**config.mk**
```make
export PLATFORM = sky130hd
export DESIGN_NAME = errctl_sig
export DESIGN_NICKNAME = d
export VERILOG_FILES = /design/src/rtl/errctl_pkg.sv /design/src/rtl/errctl_regs.sv /design/src/rtl/errctl_dirsel.sv /design/src/rtl/errctl_irq_flag.sv /design/src/rtl/errctl_sig.sv
export SDC_FILE = /design/constraint.sdc
export NUM_CORES = 1
export LEC_CHECK = 0
export ABC_AREA = 1
export ABC_CLOCK_PERIOD_IN_PS = 1500
export BUFFER_PORTS_ARGS = -buffer_cell sky130_fd_sc_hd__buf_4
export CORE_MARGIN = 2
export CORE_UTILIZATION = 34
export CTS_CLUSTER_DIAMETER = 50
export DETAILED_ROUTE_END_ITERATION = 12
export PLACE_DENSITY = 0.87
export SETUP_SLACK_MARGIN = 0.4
export SLEW_MARGIN = 20
export SYNTH_ARGS = -nofsm -noshare
export SYNTH_HDL_FRONTEND = slang
export SYNTH_SLANG_ARGS = --single-unit
```
**constraint.sdc**
```tcl
create_clock -name clk -period 1.5 [get_ports clk]
set_input_delay 0.15 -clock clk [delete_from_list [all_inputs] [get_ports clk]]
set_output_delay 0.15 -clock clk [all_outputs]
set_load 0.02 [all_outputs]
```
**src/rtl/errctl_pkg.sv**
```systemverilog
package errctl_pkg;
  localparam int CTRL_W = 14;
  localparam int NFEAT  = 5;

  localparam logic [1:0] CAP_SHARED = 2'b10;
  localparam logic [1:0] CAP_SPLIT  = 2'b11;

  localparam logic [1:0] CLS_CORR = 2'd0;
  localparam logic [1:0] CLS_DEF  = 2'd1;
  localparam logic [1:0] CLS_UNC  = 2'd2;
  localparam logic [1:0] CLS_CRIT = 2'd3;

  // feature index into the capability vector
  localparam int F_UREC   = 0;
  localparam int F_FAULT  = 1;
  localparam int F_INBAND = 2;
  localparam int F_CFAULT = 3;
  localparam int F_DREC   = 4;

  localparam int B_REPORT = 0;
  localparam int B_CRIT   = 13;

  // low (shared or read) and write bit of each feature, software-visible
  function automatic int feat_lo(input int f);
    case (f)
      F_UREC:   return 2;
      F_FAULT:  return 3;
      F_INBAND: return 4;
      F_CFAULT: return 8;
      default:  return 10;
    endcase
  endfunction

  function automatic int feat_hi(input int f);
    case (f)
      F_UREC:   return 5;
      F_FAULT:  return 6;
      F_INBAND: return 7;
      F_CFAULT: return 9;
      default:  return 11;
    endcase
  endfunction

  function automatic logic [CTRL_W-1:0] ctrl_mask(input logic [1:0] rep,
                                                  input logic [1:0] crit,
                                                  input logic [NFEAT-1:0][1:0] caps);
    logic [CTRL_W-1:0] m;
    m = '0;
    m[B_REPORT] = (rep == CAP_SHARED);
    m[B_CRIT]   = (crit == CAP_SHARED);
    for (int f = 0; f < NFEAT; f++) begin
      m[feat_lo(f)] = (caps[f] == CAP_SHARED) || (caps[f] == CAP_SPLIT);
      m[feat_hi(f)] = (caps[f] == CAP_SPLIT);
    end
    return m;
  endfunction
endpackage

```
**src/rtl/errctl_regs.sv**
```systemverilog
module errctl_regs #(
  parameter int                         W        = 14,
  parameter logic [W-1:0]               MASK     = '0,
  parameter logic [W-1:0]               RST_VAL  = '0
) (
  input  logic         clk,
  input  logic         rst_n,
  input  logic         we,
  input  logic [W-1:0] wdata,
  output logic [W-1:0] ctrl_q
);
  always_ff @(posedge clk) begin
    if (!rst_n)   ctrl_q <= RST_VAL & MASK;
    else if (we)  ctrl_q <= wdata & MASK;
  end
endmodule

```
**src/rtl/errctl_dirsel.sv**
```systemverilog
module errctl_dirsel #(
  parameter logic [1:0] CAP = 2'b10
) (
  input  logic lo,
  input  logic hi,
  input  logic is_write,
  output logic en
);
  assign en = (CAP == errctl_pkg::CAP_SHARED) ? lo :
              (CAP == errctl_pkg::CAP_SPLIT)  ? (is_write ? hi : lo) : 1'b0;
endmodule

```
**src/rtl/errctl_irq_flag.sv**
```systemverilog
module errctl_irq_flag (
  input  logic clk,
  input  logic rst_n,
  input  logic rec_rst_n,
  input  logic set,
  input  logic clr,
  output logic q
);
  always_ff @(posedge clk) begin
    if (!rst_n || !rec_rst_n) q <= 1'b0;
    else if (set)             q <= 1'b1;
    else if (clr)             q <= 1'b0;
  end
endmodule

```
**src/rtl/errctl_sig.sv**
```systemverilog
module errctl_sig #(
  parameter int          REG_W        = 64,
  parameter logic [1:0]  CAP_REPORT   = 2'b10,
  parameter logic [1:0]  CAP_UREC     = 2'b11,
  parameter logic [1:0]  CAP_FAULT    = 2'b11,
  parameter logic [1:0]  CAP_INBAND   = 2'b11,
  parameter logic [1:0]  CAP_CFAULT   = 2'b11,
  parameter logic [1:0]  CAP_DREC     = 2'b11,
  parameter logic [1:0]  CAP_CRIT     = 2'b10,
  parameter bit          HAS_COUNTERS = 1'b1,
  parameter bit          REPORT_RST   = 1'b0,
  parameter logic [13:0] CTRL_RST     = 14'h0
) (
  input  logic             clk,
  input  logic             rst_n,
  input  logic             rec_rst_n,
  input  logic             reg_we,
  input  logic [REG_W-1:0] reg_wdata,
  output logic [REG_W-1:0] reg_rdata,
  input  logic             evt_valid,
  input  logic [1:0]       evt_class,
  input  logic             evt_write,
  input  logic             evt_nodefer,
  input  logic             ovf_valid,
  input  logic             ovf_write,
  input  logic             irq_clr,
  output logic             irq_fault,
  output logic             irq_recov,
  output logic             irq_crit,
  output logic             abort_o
);
  import errctl_pkg::*;

  localparam logic [NFEAT-1:0][1:0] FEAT_CAPS =
    {CAP_DREC, CAP_CFAULT, CAP_INBAND, CAP_FAULT, CAP_UREC};
  localparam logic [CTRL_W-1:0] MASK = ctrl_mask(CAP_REPORT, CAP_CRIT, FEAT_CAPS);
  localparam logic [CTRL_W-1:0] RST_VAL =
    {CTRL_RST[CTRL_W-1:1], REPORT_RST};
  localparam bit CFAULT_IMPL = (CAP_CFAULT == CAP_SHARED) || (CAP_CFAULT == CAP_SPLIT);

  logic [CTRL_W-1:0] ctrl_q;
  logic [NFEAT-1:0]  en_evt, en_ovf;
  logic              unused_wr_hi;

  assign unused_wr_hi = ^reg_wdata[REG_W-1:CTRL_W];

  errctl_regs #(.W(CTRL_W), .MASK(MASK), .RST_VAL(RST_VAL)) u_regs (
    .clk(clk), .rst_n(rst_n), .we(reg_we),
    .wdata(reg_wdata[CTRL_W-1:0]), .ctrl_q(ctrl_q)
  );

  assign reg_rdata = {{(REG_W-CTRL_W){1'b0}}, ctrl_q};

  // per-feature enable resolved for the event direction and the overflow direction
  for (genvar f = 0; f < NFEAT; f++) begin : g_feat
    errctl_dirsel #(.CAP(FEAT_CAPS[f])) u_evt (
      .lo(ctrl_q[feat_lo(f)]), .hi(ctrl_q[feat_hi(f)]),
      .is_write(evt_write), .en(en_evt[f])
    );
    errctl_dirsel #(.CAP(FEAT_CAPS[f])) u_ovf (
      .lo(ctrl_q[feat_lo(f)]), .hi(ctrl_q[feat_hi(f)]),
      .is_write(ovf_write), .en(en_ovf[f])
    );
  end

  logic rep_on, crit_en, crit_hit, as_unc, is_def, is_corr, nodefer_eff;
  logic cfe_evt, cfe_ovf, corr_fault;
  logic set_fault, set_recov, set_crit;

  always_comb begin
    rep_on      = (CAP_REPORT == CAP_SHARED) ? ctrl_q[B_REPORT] : 1'b1;
    crit_en     = (CAP_CRIT == CAP_SHARED) && ctrl_q[B_CRIT];
    crit_hit    = evt_valid && (evt_class == CLS_CRIT) && crit_en;
    // a critical error with its interrupt disabled is an uncontained uncorrected error
    as_unc      = evt_valid && ((evt_class == CLS_UNC) ||
                                ((evt_class == CLS_CRIT) && !crit_en));
    nodefer_eff = evt_nodefer || (evt_class == CLS_CRIT);
    is_def      = evt_valid && (evt_class == CLS_DEF);
    is_corr     = evt_valid && (evt_class == CLS_CORR);

    cfe_evt     = CFAULT_IMPL ? en_evt[F_CFAULT] : en_evt[F_FAULT];
    cfe_ovf     = CFAULT_IMPL ? en_ovf[F_CFAULT] : en_ovf[F_FAULT];
    corr_fault  = HAS_COUNTERS ? (ovf_valid && cfe_ovf) : (is_corr && cfe_evt);

    set_fault   = rep_on && ((((is_def || as_unc) && en_evt[F_FAULT])) || corr_fault);
    set_recov   = rep_on && ((as_unc && en_evt[F_UREC]) || (is_def && en_evt[F_DREC]));
    set_crit    = rep_on && crit_hit;
    abort_o     = rep_on && as_unc && nodefer_eff && en_evt[F_INBAND];
  end

  logic [2:0] irq_set, irq_q;
  assign irq_set = {set_crit, set_recov, set_fault};

  for (genvar i = 0; i < 3; i++) begin : g_irq
    errctl_irq_flag u_flag (
      .clk(clk), .rst_n(rst_n), .rec_rst_n(rec_rst_n),
      .set(irq_set[i]), .clr(irq_clr), .q(irq_q[i])
    );
  end

  assign irq_fault = irq_q[0];
  assign irq_recov = irq_q[1];
  assign irq_crit  = irq_q[2];
endmodule

```
==> impl_results.md, run 1 <==
- Static leakage: between 0.6 and 0.7 nW
- Post-Synthesis Cells: ~160
- Starting DRT DRC Count: 28
- Final critical-path share of the clock period: 0.805
- Met1 global-route usage: 0.149
- GP Congestion: slightly below 0.8
- Max Slew Vio Count: 0
- Worst vdd ir: roughly 0.00047 V
- Startpoint Class: flip-flop
- Row cnt: 20
- Post-Syn Area: around 0.0011 mm^2
- Port buffer count: 39
- Max Cap Viol: 0
- Hold depth: 3
- Synth top cells by count: buf_4 (63), nand2_1 (19), nor2_1 (16), o21ai_0 (16), dfxtp_1 (15)
- DIE WIDTH: a little over 60 um
- Vias in the first global route: just over 700
- Flop-to-flop setup slack: around 0.6 ns
- Post-layout net count: ~270
- Placed wire-length estimate: around 1.8 mm
- Number of nets with antenna violations after routing: 0
- Synth Area in Compound Gates: 0.120
- Top-count cell post-synth: buf_4
- Post-synth EDFFs: 0
- Via density: approximately 3.7
- GRT overflow: 0
- Remaining DRCs: 0
- Largest family of logic cells by synthesized area: buffers and inverters
- Clk slew on worst S/H paths: around 0.090 ns
- Fmax achieved: roughly 0.83 GHz
- First-pass GRT wire length: between 3 and 4 mm
- First-pass iteration count of the detailed router: 4
- Antenna diode count: 0
- XOR/XNOR share of the synthesized area: 0
- FFs w/ async S/R, synth: 0
- Share of cells above drive strength 1: 0.296
- Clock Tree Root: clkbuf_4
- Initial core utilization: 0.360
- RSZ-0062 raised after global routing: yes
- Crit path DAT: between 1 and 1.5 ns
- Drt wl/cell: about 9.7 um
- Core Area: 0.00308 mm^2
- CP endpoint kind: output pin
- Total GRT Usage: 0.119
- Syn_area_per_cell: between 7 and 8 um^2
- Share of the synthesized area in the top cell type: 0.427
- CP Capture Point: abort_o
- TNS Setup: 0 ns
- Setup violators final: 0
- Synth Warn #: 0
- Clk_skew: around 0.0018 ns
- Reg2reg path depth: 6
- # hold bufs at CTS: 0
- Synth Area in Adders: 0
- Top delay family on crit path: flip-flops
- Buffers plus inverters on the worst setup path: 1
- Vias: 870
- Launch point of the worst path: u_regs.ctrl_q[0]
- Simple-Gate Fraction of Synth Area: 0.138
- Final hold vios: 0
- Worst reg2reg path endpoint: g_irq[1].u_flag.q
- Overall Power: a little under 0.001 W
- Most Crowded Layer GR: met2
- Setup CP Type: reg2out
- Crit-path slowest cell: dfxtp_4
- PwrDens: around 790 mW/mm^2
- H-tree Lvls: 1
- Flop and latch count out of synthesis: 15
- Min cycle time layout: 1.21 ns
- Leading area contributor after synthesis: buf_4
- Die height: ~60 um
- R2R Path Start: u_regs.ctrl_q[2]
- Area contributors post-synth: buf_4 (43%), dfxtp_1 (27%), o21ai_0 (7.2%)
- Hold/Removal Path Class: in2reg
- DRT Wirelength: 2.27 mm
- CP cell instances: o21ai_2 > nor3_2 > buf_4
- Outcome: completed
- Area Growth Syn to Fin: 13.9%
- Post-synthesis mux area share: 0
- Main synth FF type: dfxtp_1
- I/O Pins: roughly 140
- CTS tree: built
- Register area share after synthesis: 0.271
- Largest net degree at the start of global routing: 17
- Clock Sinks: 15
- Worst EP required: 1.35 ns
- Cts bufs inserted: 3
- Max incr delay on CP: 0.37 ns
- CTS max path bufs: 2
- Critical path depth: 3
- Cell variety after synth: 15
- M3 GR Usage: 0.0399
- Peak fanout along the critical path: 2
- Initial antenna violation count: 0
- Skew-Pair Late Insertion Delay: around 0.28 ns
- Die area: between 0.003 and 0.004 mm^2
- Met2 usage in global routing: 0.204
-- state kept, by name (all words and copies together) (netlist names) --
signal and count:
u_regs.ctrl_q 12, g_irq.u_flag.q 3
-- placed cells by master, fill, tap and decap left out, types with 3 or more instances in the layout --
cell type and count:
o21ai_0 15, buf_4 41, dfxtp_1 11, nand2_1 17
a21oi_1 6, inv_1 11, dfxtp_2 3, nor2_1 16
clkbuf_4 3, conb_1 52
-- stage by stage --
stage | worst slack (ns) | hold WS [ns] | util | cells | cell area, um^2
final | 0.293 | 0.0835 | 0.410 | 233 | 1260
after global routing | 0.236 | 0.0735 | 0.410 | 233 | 1260
after CTS | 0.289 | 0.0813 | 0.407 | 233 | 1250
after detailed placement | 0.486 | 0.379 | 0.382 | 225 | 1180
after global placement | 0.493 | 0.370 | 0.382 | 225 | 1180
after floorplan | 0.471 | 0.285 | - | 206 | 1310
-- power breakdown --
group          total [W]  internal, W  switching, W
registers       0.000439     0.000422     0.0000170
clock network   0.000236     0.000103      0.000133
logic           0.000318     0.000101      0.000218
total           0.000993     0.000626      0.000368
-- routing by layer --
layer,vias to the layer above,part of all wire
met3,2,0.10
met1,375,0.41
li1,441,-
met5,-,0
met4,0,0.0035
met2,52,0.48
-- worst min-delay path by stage --
stage	from	to	slack, ns
floorplan	reg_wdata[0]	u_regs.ctrl_q[0]	0.28
global placement	reg_wdata[8]	u_regs.ctrl_q[8]	0.37
detailed placement	reg_wdata[0]	u_regs.ctrl_q[0]	0.38
CTS	reg_wdata[0]	u_regs.ctrl_q[0]	0.08
global route	reg_wdata[4]	u_regs.ctrl_q[4]	0.07
finish	reg_wdata[0]	u_regs.ctrl_q[0]	0.08
-- worst reg2reg max path, delay by kind of cell, from the launching register on --
kind,cells,cell delay [ns]
flip-flops,1,0.34
AND/OR/NAND/NOR,3,0.22
AO/OA/AOI/OAI,2,0.24
buffers and inverters,1,0.05
-- kinds of logic after synthesis --
family,count (synthesis)
other,1
AO/OA/AOI/OAI,25
AND/OR/NAND/NOR,39
buffers and inverters,75
flip-flops,15
-- cell type report --
type	count	area [um^2]
clock buffers	4	26.3
fillers	344	1820
inverters	11	41.3
multi-input cells	116	500
flip-flops and latches	15	308
well taps	44	55.1
repair buffers	43	330
-- what timing repair did --
action                     in CTS  in global routing
gates resized for setup         9                  2
buffers inserted                4                  0
pin swaps                       3                  0
setup endpoints to repair       1                  3
Power figures use the tool's default switching activity.
==> run 2: changes to the inputs <==
- ABC_CLOCK_PERIOD_IN_PS: 1500 -> 1000
- CORE_UTILIZATION: 34 -> 29
- PLACE_DENSITY: 0.87 -> 0.79
- clock period: 1.5 -> 1 ns (I/O delays scaled with it)
==> impl_results.md, run 2 (same netlist as run 1, synthesis figures left out) <==
- Hold depth: 3
- Die height: 65.8 um
- Violated checks: setup timing
- Switching Fraction: 0.350
- Largest net degree at the start of global routing: 14
- CTS max path bufs: 2
- Starting DRT DRC Count: 11
- CP endpoint kind: output pin
- Min cycle time layout: roughly 1.1 ns
- Uppermost layer routed: met4
- Static leakage: just under 0.8 nW
- Final hold vios: 0
- Post-Place Cells: 231
- I/O Pins: between 100 and 150
- Number of flip-flops in the largest register: 12
- Cts bufs inserted: 3
- Worst EP required: roughly 0.90 ns
- Core Area: around 0.0037 mm^2
- Post-layout net count: 272
- DR WL met3: between 200 and 300 um
- Port buffer count: 39
- Design area: 0.00150 mm^2
- Metal-1 WL: approximately 900 um
- Vias in the first global route: around 800
- Final worst setup slack: -0.0772 ns
- Area Growth Syn to Fin: 35.3%
- Switching power of the nets: 0.000606 W
- Hold/Removal Path Class: in2reg
- Initial antenna violation count: 0
- Pint: 0.00113 W
- Placed wire-length estimate: roughly 1.8 mm
- Setup CP Type: reg2out
- Top delay family on crit path: flip-flops
- # hold bufs at CTS: 0
- First-pass iteration count of the detailed router: 4
- Buffers plus inverters on the worst setup path: 1
- Crit-path slowest cell: dfxtp_4
- Clock Sinks: 15
- Worst reg2reg path endpoint: u_regs.ctrl_q[0]
- Drt wl/cell: around 9.7 um
- Logic gate share of total power: 0.329
- RSZ-0062 raised after global routing: yes
- DRT Wirelength: between 2 and 2.5 mm
- Final critical-path share of the clock period: 1.08
- H-tree Lvls: 1
- # fillers: roughly 410
- Startpoint Class: flip-flop
- Worst Hold End: u_regs.ctrl_q[4]
- Final std cells w/o fill: 243
- Row cnt: 22
- Crit path DAT: between 0.9 and 1 ns
- Peak fanout along the critical path: 2
- Outcome: finished with violations
- Clock network power share: 0.286
- Share of cells above drive strength 1: 0.462
- Initial core utilization: 0.302
- Flop-to-flop setup slack: roughly 0.04 ns
- Max incr delay on CP: around 0.35 ns
- Met2 wire length: between 1 and 1.5 mm
- Max Slew Vio Count: 0
- Sequential share of power: 0.385
- CTS tree: built
- CP cell instances: nand2_4 > nand2_4 > nor3_4 > buf_6
- Reg2reg path depth: 5
- TNS Setup: -0.152 ns
- Util after Layout: 0.409
- Clock Tree Root: clkbuf_8
- Largest reg by FF count: u_regs.ctrl_q
- Total GRT Usage: 0.112
- Biggest regs: u_regs.ctrl_q x12, g_irq.u_flag.q x3
- Area of placed instances: between 0.001 and 0.0015 mm^2
- Clk slew on worst S/H paths: 0.06 ns
- GRT overflow: 0
- Clk_skew: about 0.0022 ns
- Fmax achieved: between 0.9 and 1 GHz
- Most common cell after layout, fill and taps aside: conb_1
- DIE WIDTH: 65.8 um
- Antenna diode count: 0
- Skew-Pair Late Insertion Delay: around 0.25 ns
- Die area: 0.00433 mm^2
- Vias: between 900 and 1000
- GP Congestion: 0.704
- First-pass GRT wire length: 3.53 mm
- Worst vdd ir: between 0.0003 and 0.0004 V
- Critical path's most frequent cell: nand2_4
- R2R Path Start: u_regs.ctrl_q[0]
- PwrDens: around 1200 mW/mm^2
- Hold Crit Start: reg_wdata[4]
- Via density: about 3.7
- Setup violators final: 3
- Max Cap Viol: 0
- Most frequent cells in the layout: conb_1 (52), buf_4 (28), buf_6 (21)
- Number of nets with antenna violations after routing: 0
- Remaining DRCs: 0
[run 2: how the worst max path moves through the flow]
stage	start	cells past startpoint	slack [ns]	endpoint
2_1_floorplan	u_regs.ctrl_q[13]	7	0.14	g_irq[0].u_flag.q
3_3_place_gp	u_regs.ctrl_q[13]	4	0.13	abort_o
3_5_place_dp	u_regs.ctrl_q[10]	6	0.08	g_irq[1].u_flag.q
4_1_cts	u_regs.ctrl_q[0]	3	-0.08	abort_o
5_1_grt	u_regs.ctrl_q[13]	4	-0.12	abort_o
6_report	u_regs.ctrl_q[13]	4	-0.08	abort_o
[run 2: through the flow]
stage / power [W] / hold WS, ns / setup WS [ns]
CTS: 0.00171 / 0.0746 / -0.0818
finish: 0.00173 / 0.0729 / -0.0772
floorplan: 0.00116 / 0.234 / 0.142
global placement: 0.00113 / 0.322 / 0.127
detailed placement: 0.00113 / 0.331 / 0.0751
global route: 0.00182 / 0.0765 / -0.118
[run 2: layout make-up]
type / count / area, um^2 / area share
multi-input cells: 116 / 576 / 0.384
repair buffers: 49 / 447 / 0.298
flip-flops and latches: 15 / 329 / 0.220
well taps: 48 / 60.1 / 0.0401
clock buffers: 4 / 45.0 / 0.0301
inverters: 11 / 41.3 / 0.0276
[run 2: power groups by stage]
stage,sequential (W),clock (W),combinational [W]
after floorplan,0.000673,0,0.000490
after global placement,0.000672,0,0.000454
after detailed placement,0.000673,0,0.000460
after CTS,0.000666,0.000505,0.000539
after global routing,0.000671,0.000534,0.000617
final,0.000666,0.000495,0.000570
[run 2: tightest hold or removal path, stage by stage]
cell,delay (ns)
buf_4,0.08
nor2_1,0.03
nor2_1,0.08
[run 2: routing by layer]
layer	up-vias	GRT usage
met5	-	0
met4	0	0.0703
met2	56	0.186
met3	5	0.0358
met1	390	0.123
li1	453	-
[run 2: what timing repair did]
| action | in CTS | in global routing |
|---|---|---|
| buffers inserted | 7 | 1 |
| resized for setup | 48 | 20 |
| pin swaps | 8 | 7 |
| endpoints found under the setup margin | 28 | 30 |
